### src/rtl/eth_hdr_pkg.sv
package eth_hdr_pkg;
  typedef enum logic [1:0] {
    PS_L2,
    PS_L3,
    PS_L4,
    PS_HALT
  } parse_st_e;

  localparam int unsigned ETYPE_HI_OFF = 12;
  localparam int unsigned ETYPE_LO_OFF = 13;
  localparam int unsigned VER_OFF      = 14;
  localparam int unsigned PROTO_OFF    = 23;
  localparam int unsigned SRC_FIRST    = 26;
  localparam int unsigned SRC_LAST     = 29;
  localparam int unsigned DST_FIRST    = 30;
  localparam int unsigned DST_LAST     = 33;
  localparam int unsigned SPORT_FIRST  = 34;
  localparam int unsigned SPORT_LAST   = 35;
  localparam int unsigned DPORT_FIRST  = 36;
  localparam int unsigned DPORT_LAST   = 37;

  localparam logic [15:0] ETYPE_IPV4   = 16'h0800;
  localparam logic [7:0]  VER_IHL_STD  = 8'h45;
  localparam logic [7:0]  PROTO_UDP    = 8'd17;
endpackage

### src/rtl/eth_hdr_pos.sv
module eth_hdr_pos #(
  parameter int unsigned POS_W = 6
) (
  input  logic             clk_i,
  input  logic             rst_ni,
  input  logic             valid_i,
  output logic             sof_o,
  output logic [POS_W-1:0] pos_o,
  output logic             done_o
);
  localparam logic [POS_W-1:0] POS_MAX = {POS_W{1'b1}};

  logic             in_frame_q;
  logic [POS_W-1:0] cnt_q;

  assign sof_o = valid_i & ~in_frame_q;
  assign pos_o = in_frame_q ? cnt_q : '0;

  always_ff @(posedge clk_i or negedge rst_ni) begin
    if (!rst_ni) begin
      in_frame_q <= 1'b0;
      cnt_q      <= '0;
      done_o     <= 1'b0;
    end else if (valid_i) begin
      in_frame_q <= 1'b1;
      cnt_q      <= (pos_o == POS_MAX) ? POS_MAX : pos_o + 1'b1;
      done_o     <= 1'b0;
    end else begin
      in_frame_q <= 1'b0;
      cnt_q      <= '0;
      done_o     <= in_frame_q;
    end
  end

  // end pulse lasts one cycle
  a_r10_done_single: assert property (@(posedge clk_i) disable iff (!rst_ni)
    done_o |=> !done_o);

  // a frame start always takes index 0 and the next index is 1
  a_r1_index_start: assert property (@(posedge clk_i) disable iff (!rst_ni)
    (sof_o && valid_i) |=> (!valid_i || pos_o == POS_W'(1)));
endmodule

### src/rtl/eth_hdr_fields.sv
module eth_hdr_fields
  import eth_hdr_pkg::*;
#(
  parameter int unsigned POS_W = 6
) (
  input  logic             clk_i,
  input  logic             rst_ni,
  input  logic             valid_i,
  input  logic             sof_i,
  input  logic [POS_W-1:0] pos_i,
  input  logic [7:0]       byte_i,
  output logic [15:0]      etype_o,
  output logic [7:0]       proto_o,
  output logic [31:0]      src_o,
  output logic [31:0]      dst_o,
  output logic [15:0]      sport_o,
  output logic [15:0]      dport_o,
  output logic             is_ip_o,
  output logic             is_udp_o,
  output logic             dst_last_o,
  output logic [31:0]      dst_next_o,
  output logic             l4_last_o,
  output logic [15:0]      dport_next_o
);
  localparam logic [POS_W-1:0] P_ET_HI = POS_W'(ETYPE_HI_OFF);
  localparam logic [POS_W-1:0] P_ET_LO = POS_W'(ETYPE_LO_OFF);
  localparam logic [POS_W-1:0] P_VER   = POS_W'(VER_OFF);
  localparam logic [POS_W-1:0] P_PROTO = POS_W'(PROTO_OFF);
  localparam logic [POS_W-1:0] P_SRC0  = POS_W'(SRC_FIRST);
  localparam logic [POS_W-1:0] P_SRC3  = POS_W'(SRC_LAST);
  localparam logic [POS_W-1:0] P_DST0  = POS_W'(DST_FIRST);
  localparam logic [POS_W-1:0] P_DST3  = POS_W'(DST_LAST);
  localparam logic [POS_W-1:0] P_SP0   = POS_W'(SPORT_FIRST);
  localparam logic [POS_W-1:0] P_SP1   = POS_W'(SPORT_LAST);
  localparam logic [POS_W-1:0] P_DP0   = POS_W'(DPORT_FIRST);
  localparam logic [POS_W-1:0] P_DP1   = POS_W'(DPORT_LAST);

  parse_st_e   st_q;
  logic        take;
  logic [15:0] etype_next;

  assign take         = valid_i & ~sof_i;
  assign etype_next   = {etype_o[7:0], byte_i};
  assign dst_next_o   = {dst_o[23:0], byte_i};
  assign dport_next_o = {dport_o[7:0], byte_i};
  assign dst_last_o   = take && st_q == PS_L3 && pos_i == P_DST3;
  assign l4_last_o    = take && st_q == PS_L4 && pos_i == P_DP1;

  always_ff @(posedge clk_i or negedge rst_ni) begin
    if (!rst_ni) begin
      st_q     <= PS_L2;
      etype_o  <= '0;
      proto_o  <= '0;
      src_o    <= '0;
      dst_o    <= '0;
      sport_o  <= '0;
      dport_o  <= '0;
      is_ip_o  <= 1'b0;
      is_udp_o <= 1'b0;
    end else if (sof_i) begin
      st_q     <= PS_L2;
      etype_o  <= '0;
      proto_o  <= '0;
      src_o    <= '0;
      dst_o    <= '0;
      sport_o  <= '0;
      dport_o  <= '0;
      is_ip_o  <= 1'b0;
      is_udp_o <= 1'b0;
    end else if (take) begin
      unique case (st_q)
        PS_L2: begin
          if (pos_i == P_ET_HI || pos_i == P_ET_LO) etype_o <= etype_next;
          if (pos_i == P_ET_LO) begin
            if (etype_next == ETYPE_IPV4) begin
              is_ip_o <= 1'b1;
              st_q    <= PS_L3;
            end else begin
              st_q <= PS_HALT;
            end
          end
        end
        PS_L3: begin
          if (pos_i == P_VER && byte_i != VER_IHL_STD) st_q <= PS_HALT;
          if (pos_i == P_PROTO) proto_o <= byte_i;
          if (pos_i >= P_SRC0 && pos_i <= P_SRC3) src_o <= {src_o[23:0], byte_i};
          if (pos_i >= P_DST0 && pos_i <= P_DST3) dst_o <= dst_next_o;
          if (pos_i == P_DST3) st_q <= (proto_o == PROTO_UDP) ? PS_L4 : PS_HALT;
        end
        PS_L4: begin
          if (pos_i >= P_SP0 && pos_i <= P_SP1) sport_o <= {sport_o[7:0], byte_i};
          if (pos_i >= P_DP0 && pos_i <= P_DP1) dport_o <= dport_next_o;
          if (pos_i == P_DP1) begin
            is_udp_o <= 1'b1;
            st_q     <= PS_HALT;
          end
        end
        default: ;
      endcase
    end
  end

  // a UDP frame is always an IPv4 frame
  a_r6_udp_needs_ip: assert property (@(posedge clk_i) disable iff (!rst_ni)
    is_udp_o |-> is_ip_o);

  // the IPv4 flag only ever stands beside the IPv4 EtherType
  a_r3_ip_etype: assert property (@(posedge clk_i) disable iff (!rst_ni)
    is_ip_o |-> etype_o == ETYPE_IPV4);

  // a frame start wipes the register set
  a_r11_clear: assert property (@(posedge clk_i) disable iff (!rst_ni)
    sof_i |=> (!is_ip_o && !is_udp_o && etype_o == '0 && src_o == '0 && dport_o == '0));
endmodule

### src/rtl/eth_hdr_match.sv
module eth_hdr_match (
  input  logic        clk_i,
  input  logic        rst_ni,
  input  logic        sof_i,
  input  logic        dst_last_i,
  input  logic [31:0] dst_next_i,
  input  logic [31:0] match_ip_i,
  input  logic        l4_last_i,
  input  logic [15:0] dport_next_i,
  input  logic [15:0] match_port_i,
  output logic        ip_hit_o,
  output logic        port_hit_o
);
  always_ff @(posedge clk_i or negedge rst_ni) begin
    if (!rst_ni) begin
      ip_hit_o   <= 1'b0;
      port_hit_o <= 1'b0;
    end else if (sof_i) begin
      ip_hit_o   <= 1'b0;
      port_hit_o <= 1'b0;
    end else begin
      if (dst_last_i) ip_hit_o   <= (dst_next_i == match_ip_i);
      if (l4_last_i)  port_hit_o <= (dport_next_i == match_port_i);
    end
  end

  // hits drop at every frame start
  a_r11_hits_clear: assert property (@(posedge clk_i) disable iff (!rst_ni)
    sof_i |=> (!ip_hit_o && !port_hit_o));
endmodule

### src/rtl/eth_hdr_extract.sv
module eth_hdr_extract #(
  parameter int unsigned POS_W = 6
) (
  input  logic        clk_i,
  input  logic        rst_ni,
  input  logic [7:0]  rx_byte_i,
  input  logic        rx_valid_i,
  input  logic [31:0] match_ip_i,
  input  logic [15:0] match_port_i,
  output logic [15:0] etype_o,
  output logic [7:0]  ip_proto_o,
  output logic [31:0] ip_src_o,
  output logic [31:0] ip_dst_o,
  output logic [15:0] udp_sport_o,
  output logic [15:0] udp_dport_o,
  output logic        is_ip_o,
  output logic        is_udp_o,
  output logic        ip_match_o,
  output logic        port_match_o,
  output logic        deliver_o,
  output logic        done_o
);
  logic             sof;
  logic [POS_W-1:0] pos;
  logic             dst_last;
  logic             l4_last;
  logic [31:0]      dst_next;
  logic [15:0]      dport_next;

  eth_hdr_pos #(.POS_W(POS_W)) u_pos (
    .clk_i  (clk_i),
    .rst_ni (rst_ni),
    .valid_i(rx_valid_i),
    .sof_o  (sof),
    .pos_o  (pos),
    .done_o (done_o)
  );

  eth_hdr_fields #(.POS_W(POS_W)) u_fields (
    .clk_i       (clk_i),
    .rst_ni      (rst_ni),
    .valid_i     (rx_valid_i),
    .sof_i       (sof),
    .pos_i       (pos),
    .byte_i      (rx_byte_i),
    .etype_o     (etype_o),
    .proto_o     (ip_proto_o),
    .src_o       (ip_src_o),
    .dst_o       (ip_dst_o),
    .sport_o     (udp_sport_o),
    .dport_o     (udp_dport_o),
    .is_ip_o     (is_ip_o),
    .is_udp_o    (is_udp_o),
    .dst_last_o  (dst_last),
    .dst_next_o  (dst_next),
    .l4_last_o   (l4_last),
    .dport_next_o(dport_next)
  );

  eth_hdr_match u_match (
    .clk_i       (clk_i),
    .rst_ni      (rst_ni),
    .sof_i       (sof),
    .dst_last_i  (dst_last),
    .dst_next_i  (dst_next),
    .match_ip_i  (match_ip_i),
    .l4_last_i   (l4_last),
    .dport_next_i(dport_next),
    .match_port_i(match_port_i),
    .ip_hit_o    (ip_match_o),
    .port_hit_o  (port_match_o)
  );

  assign deliver_o = is_udp_o & ip_match_o & port_match_o;

  // a port hit is only possible on a UDP frame
  a_r8_port_needs_udp: assert property (@(posedge clk_i) disable iff (!rst_ni)
    port_match_o |-> is_udp_o);

  // an address hit needs an IPv4 frame
  a_r7_ip_hit_needs_ip: assert property (@(posedge clk_i) disable iff (!rst_ni)
    ip_match_o |-> is_ip_o);

  // outputs hold while no byte is taken
  a_r11_hold_idle: assert property (@(posedge clk_i) disable iff (!rst_ni)
    !rx_valid_i |=> ($stable(ip_dst_o) && $stable(is_udp_o) && $stable(etype_o)));
endmodule

### config.mk
export PLATFORM = sky130hd
export DESIGN_NAME = eth_hdr_extract
export DESIGN_NICKNAME = d
export VERILOG_FILES = /design/src/rtl/eth_hdr_pkg.sv /design/src/rtl/eth_hdr_pos.sv /design/src/rtl/eth_hdr_fields.sv /design/src/rtl/eth_hdr_match.sv /design/src/rtl/eth_hdr_extract.sv
export SDC_FILE = /design/constraint.sdc
export NUM_CORES = 1
export LEC_CHECK = 0
export BUFFER_PORTS_ARGS = -buffer_cell sky130_fd_sc_hd__buf_2
export CORE_AREA = 5 5 127 153
export DETAILED_ROUTE_END_ITERATION = 12
export DIE_AREA = 0 0 132 158
export HOLD_SLACK_MARGIN = 0.03
export MAX_ROUTING_LAYER = met4
export SYNTH_ARGS = -nofsm -noshare
export SYNTH_HDL_FRONTEND = slang
export SYNTH_SLANG_ARGS = --single-unit
### constraint.sdc
create_clock -name clk_i -period 3.49 [get_ports clk_i]
set_input_delay 0.1745 -clock clk_i [delete_from_list [all_inputs] [get_ports clk_i]]
set_output_delay 0.1745 -clock clk_i [all_outputs]
set_load 0.02 [all_outputs]
==> impl_metrics.json, run 1 <==
{
  "reg2reg_to": "u_fields.dport_o[0]$_DFFE_PN0P_",
  "area.growth.synth_to_final_pct": 27.84,
  "cp_max_fo": 32,
  "worst_clock_skew_ns": 0.008540,
  "instances_no_fill": 1005,
  "n_antenna_cell": 0,
  "synthCells": 593,
  "yosysWarnings": 0,
  "synth.ff_latch_count": 134,
  "critPathArrivalTime_ns": 2.85,
  "syn_avg_cell_area_um2": 10.24,
  "slew_headroom_pct": 28.40,
  "hold_buffers": 2,
  "grt_pass1_wl_um": 27710,
  "multi_input_area_um2": 2485,
  "dp_hpwl_um": 12640,
  "coreArea_um2": 17900,
  "num_io_pins": 185,
  "cts_resized": 0,
  "grtUsageTotal_pct": 17.41,
  "crit_path_max_incr_delay_ns": 0.65,
  "portBuffers": 184,
  "synth_ff_type": "dfrtp_1",
  "n_fill_cell": 1718,
  "synth_enable_flop_cells": 0,
  "via_count": 4817,
  "worstHoldPathCells": 4,
  "wl_per_cell_um": 17.64,
  "critPathSlowestCell": "dfrtp_1",
  "dieArea_um2": 20860,
  "start_kind": "register",
  "chipHeight_um": 158,
  "fin_util_pct": 43.35,
  "seq_area_frac_synth_pct": 55.23,
  "outcome": "finished clean",
  "postPlaceCellArea_um2": 7136,
  "finalSetupViolCount": 0,
  "crit_start": "u_pos.in_frame_q$_DFF_PN0_",
  "final_hold_viol_count": 0,
  "initial_core_util_pct": 33.91,
  "hold_path_end": "u_match.ip_hit_o$_DFFE_PN0P_",
  "reg2regPathDepth": 8,
  "regArea_um2": 3353,
  "finalCriticalPeriod_ns": 2.591,
  "min_path_type": "primary input to register",
  "synth_area_um2": 6071,
  "ys_async_sr_fraction_pct": 100.0,
  "overflow": 0,
  "tightest_slew_ns": 1.074,
  "grt_max_degree": 114,
  "drv_cap": 0,
  "drt_pass1_iterations": 4,
  "drt_iter0_drc": 358,
  "clock-sinks": 134,
  "insertion_delay_ns": 0.41,
  "cp_cell_sequence": "nand2_1, inv_1, ha_1, o21ai_0, o21ai_0, nand2_1, nand2_1, o21ai_0",
  "critical_path.top_delay_family": "simple AND/OR/NAND/NOR gates",
  "dp.cells": 972,
  "path_clk_slew_ns": 0.06,
  "r2r_start": "u_pos.in_frame_q$_DFF_PN0_",
  "nets": 835,
  "post-cts-setup-buffers": 0,
  "antenna_found_initial": 0,
  "ir_drop_uv": 324.1,
  "row_count": 54,
  "gp_congestion": 0.8932,
  "drv_slew": 0,
  "cts_buffers": 17,
  "ys_types": 44,
  "fmax_mhz": 385.9,
  "end_kind": "register",
  "post-route-period-util_pct": 74.25,
  "drt.antenna.violating_nets": 0,
  "min-delay-start": "match_ip_i[9]",
  "powerDensity_nw_per_um2": 551.4,
  "wirelength_um": 17730,
  "critical_path_required_ns": 3.74,
  "worst-path-buf-inv": 1,
  "fp.dieW_um": 132,
  "post-route-drc-count": 0,
  "h-tree-depth": 4,
  "clock_path_buffers": 2,
  "fin_area_um2": 7761,
  "p_leak_uw": 0.003887,
  "cts-root-buf": "clkbuf_16",
  "reg2reg_slack_ns": 0.90,
  "cts_tree": "done",
  "rsz0062_at_grt": "no",
  "grt_pass1_vias": 4828,
  "critical_path_class": "register to register",
  "drive_gt1_share_pct": 29.83,
  "setup_tns_ns": 0,
  "routed_via_density": 4.793,
  "syn_nets": 659
}
-- synthesized netlist by cell type, drive strengths merged (2+ instances only) --
library cell / count / area share (%)
nand3: 6 / 0.49
or4: 2 / 0.25
a22o: 32 / 4.6
mux2i: 19 / 3.1
a211oi: 2 / 0.25
ha: 7 / 1.4
clkbuf: 23 / 1.5
nor4: 8 / 1.1
nor4b: 4 / 0.58
nor2b: 2 / 0.21
nor2: 31 / 1.9
dfrtp: 134 / 55
nor3: 5 / 0.41
o31a: 2 / 0.29
nand4: 11 / 1.1
xnor2: 35 / 5.0
buf: 13 / 1.9
and3: 4 / 0.45
nand2: 131 / 8.2
a21oi: 4 / 0.33
o41ai: 2 / 0.29
xor2: 15 / 2.2
o21ai: 81 / 6.7
inv: 8 / 0.49
-- metal layers --
layer	part of all wire, %	global-route usage [%]
met5	0	-
met4	1.6	5.585
met2	48	27.06
met1	46	22.50
met3	4.9	4.323
-- worst max-delay path by stage --
stage | to | slack (ns) | cells after the start
after global placement | u_fields.etype_o[8]$_DFFE_PN0P_ | 1.02 | 8
after global routing | u_fields.etype_o[3]$_DFFE_PN0P_ | 0.55 | 8
after floorplan | u_fields.src_o[30]$_DFFE_PN0P_ | 1.37 | 9
after CTS | u_fields.dport_o[0]$_DFFE_PN0P_ | 0.92 | 8
after detailed placement | u_fields.dport_o[0]$_DFFE_PN0P_ | 0.93 | 8
final | u_fields.dport_o[0]$_DFFE_PN0P_ | 0.90 | 8
-- power breakdown --
group          leakage (uW)  internal (uW)  total [uW]  switching (uW)
registers           0.00179           1680        1780             102
logic               0.00180            234         670             436
clock network      0.000289           1160        1830             672
-- layout by cell type (no fill, tap or decap), types with 2 or more instances in the layout --
master / netlist / layout
a211oi_1: 2 / 2
a21oi_1: 4 / 4
a22o_1: 32 / 32
and3_1: 2 / 2
and3_2: 2 / 2
buf_2: 4 / 183
buf_4: 2 / 8
bufinv_16: 0 / 3
clkbuf_16: 0 / 17
clkbuf_8: 0 / 2
clkinv_2: 0 / 2
clkinvlp_4: 0 / 3
dfrtp_1: 134 / 134
dlygate4sd3_1: 0 / 2
ha_1: 7 / 7
inv_1: 7 / 7
inv_6: 0 / 2
mux2i_1: 19 / 19
nand2_1: 130 / 129
nand3_1: 6 / 6
nand4_1: 11 / 11
nor2_1: 31 / 31
nor3_1: 5 / 5
nor4_1: 7 / 7
nor4b_1: 4 / 4
o21ai_0: 79 / 79
o41ai_1: 2 / 2
or4_1: 2 / 2
xnor2_1: 35 / 35
xor2_1: 15 / 15
-- cell families (layout without fill, tap and decap cells) --
| kind of cell | after synthesis | in the layout | synth area share [%] |
|---|---|---|---|
| AOI/OAI and AO/OA | 129 | 129 | 13.50 |
| xor gates and xnor gates | 50 | 50 | 7.214 |
| DFF | 134 | 134 | 55.24 |
| and+or+nand+nor | 209 | 209 | 15.48 |
| adders and majority gates | 7 | 7 | 1.443 |
| muxes | 19 | 19 | 3.133 |
| buffers and inverters | 45 | 233 | 3.998 |
-- worst reg2reg max path, cell delays in order (launching register included) --
cell and delay (ns):
dfrtp_1 0.65, nand2_1 0.21, inv_1 0.12, ha_1 0.29, o21ai_0 0.12, o21ai_0 0.18, nand2_1 0.52, nand2_1 0.24
o21ai_0 0.10
-- final cells by class --
class | count | share of cell area [%]
flip-flops and latches | 134 | 43.20
multi-input cells | 414 | 32.02
repair buffers | 194 | 12.98
clock buffers | 20 | 5.884
well taps | 224 | 3.611
clock inverters | 11 | 1.918
inverters | 8 | 0.3869
-- sequential cells by signal (all words and copies together) (netlist names) --
name                count
u_fields.dport_o       16
u_fields.dst_o         32
u_fields.etype_o       16
u_fields.is_ip_o        1
u_fields.is_udp_o       1
u_fields.proto_o        8
u_fields.sport_o       16
u_fields.src_o         32
u_fields.st_q           2
u_match.ip_hit_o        1
u_match.port_hit_o      1
u_pos.cnt_q             6
u_pos.done_o            1
u_pos.in_frame_q        1
-- metrics by stage --
| stage | setup WS (ns) | power (uW) | hold slack (ns) |
|---|---|---|---|
| 3_5_place_dp | 0.9304 | 2487 | 0.4068 |
| 3_3_place_gp | 1.018 | 2475 | 0.3958 |
| 5_1_grt | 0.5492 | 4490 | 0.1543 |
| 4_1_cts | 0.9247 | 4340 | 0.1293 |
| 6_report | 0.8987 | 4280 | 0.1415 |
| 2_1_floorplan | 1.370 | 2198 | -0.1211 |
No activity file was read; power rests on OpenSTA's default activity.
==> run 2, diff against run 1 <==
clock period = 2.3 ns   (was 3.49 ns; I/O delays follow)
==> impl_metrics.json, run 2 (synthesis results as in run 1) <==
{
  "post-route-period-util_pct": 89.67,
  "dp_hpwl_um": 12710,
  "insertion_delay_ns": 0.41,
  "fin_util_pct": 43.62,
  "cts_buffers": 17,
  "drt.antenna.violating_nets": 0,
  "drive_gt1_share_pct": 30.33,
  "row_count": 54,
  "fin_area_um2": 7810,
  "path_clk_slew_ns": 0.06,
  "n_fill_cell": 1726,
  "nets": 842,
  "n_antenna_cell": 0,
  "post-route-drc-count": 0,
  "grt_pass1_wl_um": 27880,
  "end_kind": "register",
  "layout_common_cells": "buf_2, dfrtp_1, nand2_1",
  "chipHeight_um": 158,
  "grt_pass1_vias": 4952,
  "outcome": "finished clean",
  "ir_drop_uv": 495.3,
  "largestRegisters": "u_fields.dst_o x32, u_fields.src_o x32",
  "num_io_pins": 185,
  "gp_congestion": 0.8550,
  "h-tree-depth": 4,
  "wl_per_cell_um": 17.36,
  "fp.dieW_um": 132,
  "post-cts-setup-buffers": 0,
  "min_path_type": "primary input to register",
  "critical_path_class": "register to register",
  "drt_iter0_drc": 439,
  "coreArea_um2": 17900,
  "powerDensity_nw_per_um2": 800.5,
  "area.growth.synth_to_final_pct": 28.65,
  "finalCriticalPeriod_ns": 2.062,
  "worstHoldPathCells": 4,
  "worst_clock_skew_ns": 0.008284,
  "grtUsageTotal_pct": 17.53,
  "tightest_slew_ns": 0.5633,
  "routed_via_density": 4.871,
  "finalSetupViolCount": 0,
  "dieArea_um2": 20860,
  "initial_core_util_pct": 33.91,
  "critical_path_required_ns": 2.64,
  "critPathArrivalTime_ns": 2.40,
  "mostFrequentLayoutCell": "buf_2",
  "drt_pass1_iterations": 5,
  "cts_tree": "done",
  "final_hold_viol_count": 0,
  "clock_path_buffers": 2,
  "p_leak_uw": 0.003917,
  "drv_cap": 0,
  "slew_headroom_pct": 62.45,
  "overflow": 0,
  "drv_slew": 0,
  "via_count": 4929,
  "start_kind": "register",
  "cts-root-buf": "clkbuf_16",
  "setup_tns_ns": 0,
  "cp_max_fo": 3,
  "clock-sinks": 134,
  "reg2regPathDepth": 7,
  "antenna_found_initial": 0,
  "fmax_mhz": 484.9,
  "portBuffers": 184,
  "rsz0062_at_grt": "no",
  "postPlaceCellArea_um2": 7238,
  "grt_max_degree": 65,
  "wirelength_um": 17570
}
run 2: cell types whose count changed in the layout (fill, tap and decap cells not counted):
cell,change
buf_12,+4
buf_4,+3
clkinv_2,+3
bufinv_16,-2
inv_6,-2
clkbuf_1,+1
clkbuf_8,+1
clkinv_4,-1
run 2: path summary, 6_finish.rpt:
check	startpoint	end	slack [ns]
max	u_fields.st_q[1]$_DFFE_PN0P_	u_fields.st_q[1]$_DFFE_PN0P_	0.24
min	match_ip_i[9]	u_match.ip_hit_o$_DFFE_PN0P_	0.07
max reg2reg	u_fields.st_q[1]$_DFFE_PN0P_	u_fields.st_q[1]$_DFFE_PN0P_	0.24
min reg2reg	u_fields.src_o[28]$_DFFE_PN0P_	u_fields.src_o[28]$_DFFE_PN0P_	0.47
max in group asynchronous	rst_ni	u_fields.src_o[10]$_DFFE_PN0P_	1.40
min in group asynchronous	rst_ni	u_fields.sport_o[8]$_DFFE_PN0P_	0.25
run 2: through the flow:
step | setup slack, ns | hold WS, ns | power (uW) | instances
after global placement | 0.2794 | 0.1409 | 3771 | 979
after floorplan | 0.1796 | -0.1806 | 3336 | 593
final | 0.2375 | 0.06910 | 6252 | 1012
after CTS | 0.2268 | 0.05831 | 6326 | 1012
after global routing | 0.03829 | 0.09063 | 6554 | 1012
after detailed placement | 0.2529 | 0.1336 | 3784 | 979
run 2: layer usage:
layer	vias up	track usage (%)	part of all wire, %
met3	35	4.545	5.5
met4	0	7.104	3.0
met1	2348	21.87	43
met2	142	27.33	48
met5	-	-	0
li1	2404	-	-
run 2: where the power goes:
group	internal, uW	switching, uW	total, uW
sequential	2540	145	2690
combinational	369	670	1040
clock	1550	969	2520
total	4470	1780	6250
run 2: cell type report:
type	instances	area [um^2]	area share (%)
Clock inverter	9	77.57	0.9933
Tap cell	224	280.3	3.589
Inverter	8	30.03	0.3845
Timing Repair Buffer	201	1110	14.21
Sequential cell	134	3353	42.94
Multi-Input combinational cell	414	2485	31.82
Clock buffer	22	474.2	6.072
run 2: worst max-delay path, stage by stage (launching register included):
cell      delay [ns]
dfrtp_1         0.38
inv_1           0.11
ha_1            0.19
or3b_2          0.48
o22ai_1         0.17
nand2_1         0.11
a221oi_4        0.34
mux2i_1         0.21
run 2: timing repair:
action / in CTS / in global routing
endpoints found under the hold margin: 58 / 0
resized for setup: 0 / 0
hold buffers: 2 / 0
==> run 3, diff against run 2 <==
ABC_AREA = 1   (was default)
CORE_AREA = 5 5 136 164   (was 5 5 127 153)
DIE_AREA = 0 0 141 169   (was 0 0 132 158)
==> impl_metrics.json, run 3 <==
{
  "yosysMostFrequentCell": "nand2_1",
  "swShare_pct": 37.70,
  "gp_congestion": 0.8610,
  "grt-busiest-layer": "met2",
  "p_int_uw": 5121,
  "clockPowerShare_pct": 32.6,
  "post-route-period-util_pct": 90.67,
  "p_sw_uw": 3100,
  "dp.cells": 1343,
  "seq_power_share_pct": 38.8,
  "nets": 1168,
  "largestRegisters": "u_fields.dst_o x32, u_fields.src_o x32",
  "finalSetupViolCount": 0,
  "ys_async_sr_fraction_pct": 100.0,
  "grt_max_degree": 69,
  "clock_path_buffers": 2,
  "synth_top_area_share_pct": 47.61,
  "outcome": "finished clean",
  "critical_path_required_ns": 2.66,
  "cp_cell_sequence": "nand2_1, inv_1, ha_1, nand3_1, nor2_2, inv_2, nand3_2, buf_4, nand4_1, nand2_1",
  "drv_cap": 0,
  "grt_pass1_wl_um": 35550,
  "worst_clock_skew_ns": 0.01076,
  "synth.ff_latch_count": 134,
  "min_path_type": "primary input to register",
  "powerDensity_nw_per_um2": 917.9,
  "yosys-top-cells-area": "dfrtp_1, nand2_1, nand4_1",
  "layout_common_cells": "nand2_1, buf_2, dfrtp_1",
  "grt_util_met2_pct": 30.98,
  "via_count": 6740,
  "crit_path_max_incr_delay_ns": 0.52,
  "wirelength_um": 22230,
  "grtUsageTotal_pct": 19.29,
  "tightest_slew_ns": 0.6493,
  "fp.dieW_um": 141,
  "cts-root-buf": "clkbuf_16",
  "drt_iter0_drc": 495,
  "initial_core_util_pct": 34.17,
  "clock-sinks": 134,
  "post-cts-setup-buffers": 0,
  "overflow": 0,
  "seq_area_frac_synth_pct": 47.61,
  "syn_avg_cell_area_um2": 7.765,
  "instances_no_fill": 1387,
  "critPathArrivalTime_ns": 2.45,
  "finalCriticalPeriod_ns": 2.085,
  "insertion_delay_ns": 0.42,
  "slew_headroom_pct": 56.72,
  "drv_slew": 0,
  "dp_hpwl_um": 16150,
  "cpMostUsedCell": "nand2_1",
  "use_met3_pct": 3.363,
  "grt_pass1_vias": 6414,
  "drive_gt1_share_pct": 24.93,
  "dieArea_um2": 23830,
  "end_kind": "register",
  "portBuffers": 184,
  "setup_tns_ns": 0,
  "num_io_pins": 185,
  "grtUsageMet1_pct": 24.27,
  "coreArea_um2": 20610,
  "cp_max_fo": 32,
  "cts_tree": "done",
  "synth_ff_type": "dfrtp_1",
  "area.growth.synth_to_final_pct": 27.16,
  "cts_buffers": 17,
  "critical_path.top_delay_family": "simple AND/OR/NAND/NOR gates",
  "multi_input_area_um2": 3103,
  "ir_drop_uv": 441.6,
  "rsz0062_at_grt": "no",
  "fmax_mhz": 479.5,
  "drt_pass1_iterations": 4,
  "post-route-drc-count": 0,
  "final_hold_viol_count": 0,
  "ys_types": 37,
  "regArea_um2": 3353,
  "path_clk_slew_ns": 0.07,
  "synth_enable_flop_cells": 0,
  "syn_nets": 973,
  "pwr-share-comb_pct": 28.7,
  "drt.antenna.violating_nets": 0,
  "yosysWarnings": 0,
  "chipHeight_um": 169,
  "h-tree-depth": 4,
  "critical_path_class": "register to register",
  "yosys-top-cells-count": "nand2_1, dfrtp_1, inv_1",
  "row_count": 58,
  "start_kind": "register",
  "synthCells": 907,
  "yosysTopAreaCell": "dfrtp_1",
  "n_fill_cell": 2141,
  "synth_area_um2": 7043,
  "mostFrequentLayoutCell": "nand2_1",
  "antenna_found_initial": 2,
  "critPathSlowestCell": "dfrtp_1",
  "p_leak_uw": 0.004957,
  "worst-path-buf-inv": 3,
  "wl_per_cell_um": 16.02,
  "routed_via_density": 4.859
}
==> run 3: cell count changes after synthesis, moves of 16 or more <==
cell | previous run | this run
nand4_1 | 11 | 71
inv_1 | 7 | 88
nand3_1 | 6 | 70
xnor2_1 | 35 | 7
o21ai_1 | 2 | 31
clkbuf_1 | 22 | 6
a22o_1 | 32 | 0
buf_2 | 4 | 23
nand2_1 | 130 | 285
nor2_1 | 31 | 78
mux2i_1 | 19 | 0
o21ai_0 | 79 | 22
==> run 3: layout make-up <==
cell class	count	share of cell area, %
Antenna cell	2	0.05588
Sequential cell	134	37.44
Inverter	96	4.051
Multi-Input combinational cell	636	34.65
Clock inverter	14	1.593
Tap cell	270	3.772
Timing Repair Buffer	217	13.54
Clock buffer	18	4.904
==> run 3: power groups by stage <==
stage	sequential (uW)	combinational, uW	clock, uW
after floorplan	3630	1020	0
after global placement	3220	2340	0
after detailed placement	3230	2360	0
after CTS	3190	2380	2740
after global routing	3250	2630	2850
final	3190	2360	2680
==> run 3: metrics by stage <==
| step | utilization [%] | setup WS, ns | total power, uW | cell area, um^2 | hold slack [ns] |
|---|---|---|---|---|---|
| floorplan | - | 0.5316 | 4645 | 7043 | -0.1806 |
| global placement | 40.07 | 0.2121 | 5560 | 8259 | 0.1375 |
| detailed placement | 40.07 | 0.1661 | 5596 | 8259 | 0.1394 |
| CTS | 43.38 | 0.1454 | 8317 | 8941 | 0.1077 |
| global route | 43.46 | 0.02708 | 8729 | 8956 | 0.1513 |
| finish | 43.46 | 0.2147 | 8221 | 8956 | 0.1247 |
==> run 3: cell families after synthesis <==
kind of cell	share of synthesized area [%]
AOI/OAI and AO/OA	6.005
buffers and inverters	8.474
adders and majority gates	1.244
and+or+nand+nor	34.18
DFF	47.61
xor gates and xnor gates	2.487
==> run 3: worst paths after layout <==
check                                                     from                                to  slack (ns)  depth (start not counted)
min in group asynchronous                               rst_ni  u_fields.sport_o[10]$_DFFE_PN0P_        0.23                          2
worst max register to register      u_pos.in_frame_q$_DFF_PN0_     u_fields.dst_o[7]$_DFFE_PN0P_        0.21                         10
worst min register to register  u_fields.dst_o[30]$_DFFE_PN0P_    u_fields.dst_o[30]$_DFFE_PN0P_        0.47                          2
worst max-delay path                u_pos.in_frame_q$_DFF_PN0_     u_fields.dst_o[7]$_DFFE_PN0P_        0.21                         10
max in group asynchronous                               rst_ni  u_fields.etype_o[11]$_DFFE_PN0P_        1.33                          3
worst min-delay path                             match_ip_i[7]      u_match.ip_hit_o$_DFFE_PN0P_        0.12                          6
==> run 3: worst min-delay path: cells and delay by family <==
| family | cells | cell delay [ns] |
|---|---|---|
| and+or+nand+nor | 4 | 0.23 |
| buffers and inverters | 1 | 0.09 |
| AOI/OAI and AO/OA | 1 | 0.06 |
==> run 3: layer usage <==
metal	vias up	wire length (um)
met3	42	890
li1	3328	-
met5	-	0
met4	0	653
met2	176	11080
met1	3194	9598
==> run 3: what timing repair did <==
action / 4_1_cts / 5_1_grt
endpoints found under the hold margin: 67 / 0
hold buffers: 10 / 0
endpoints found under the setup margin: 0 / 16
resized for setup: 0 / 2
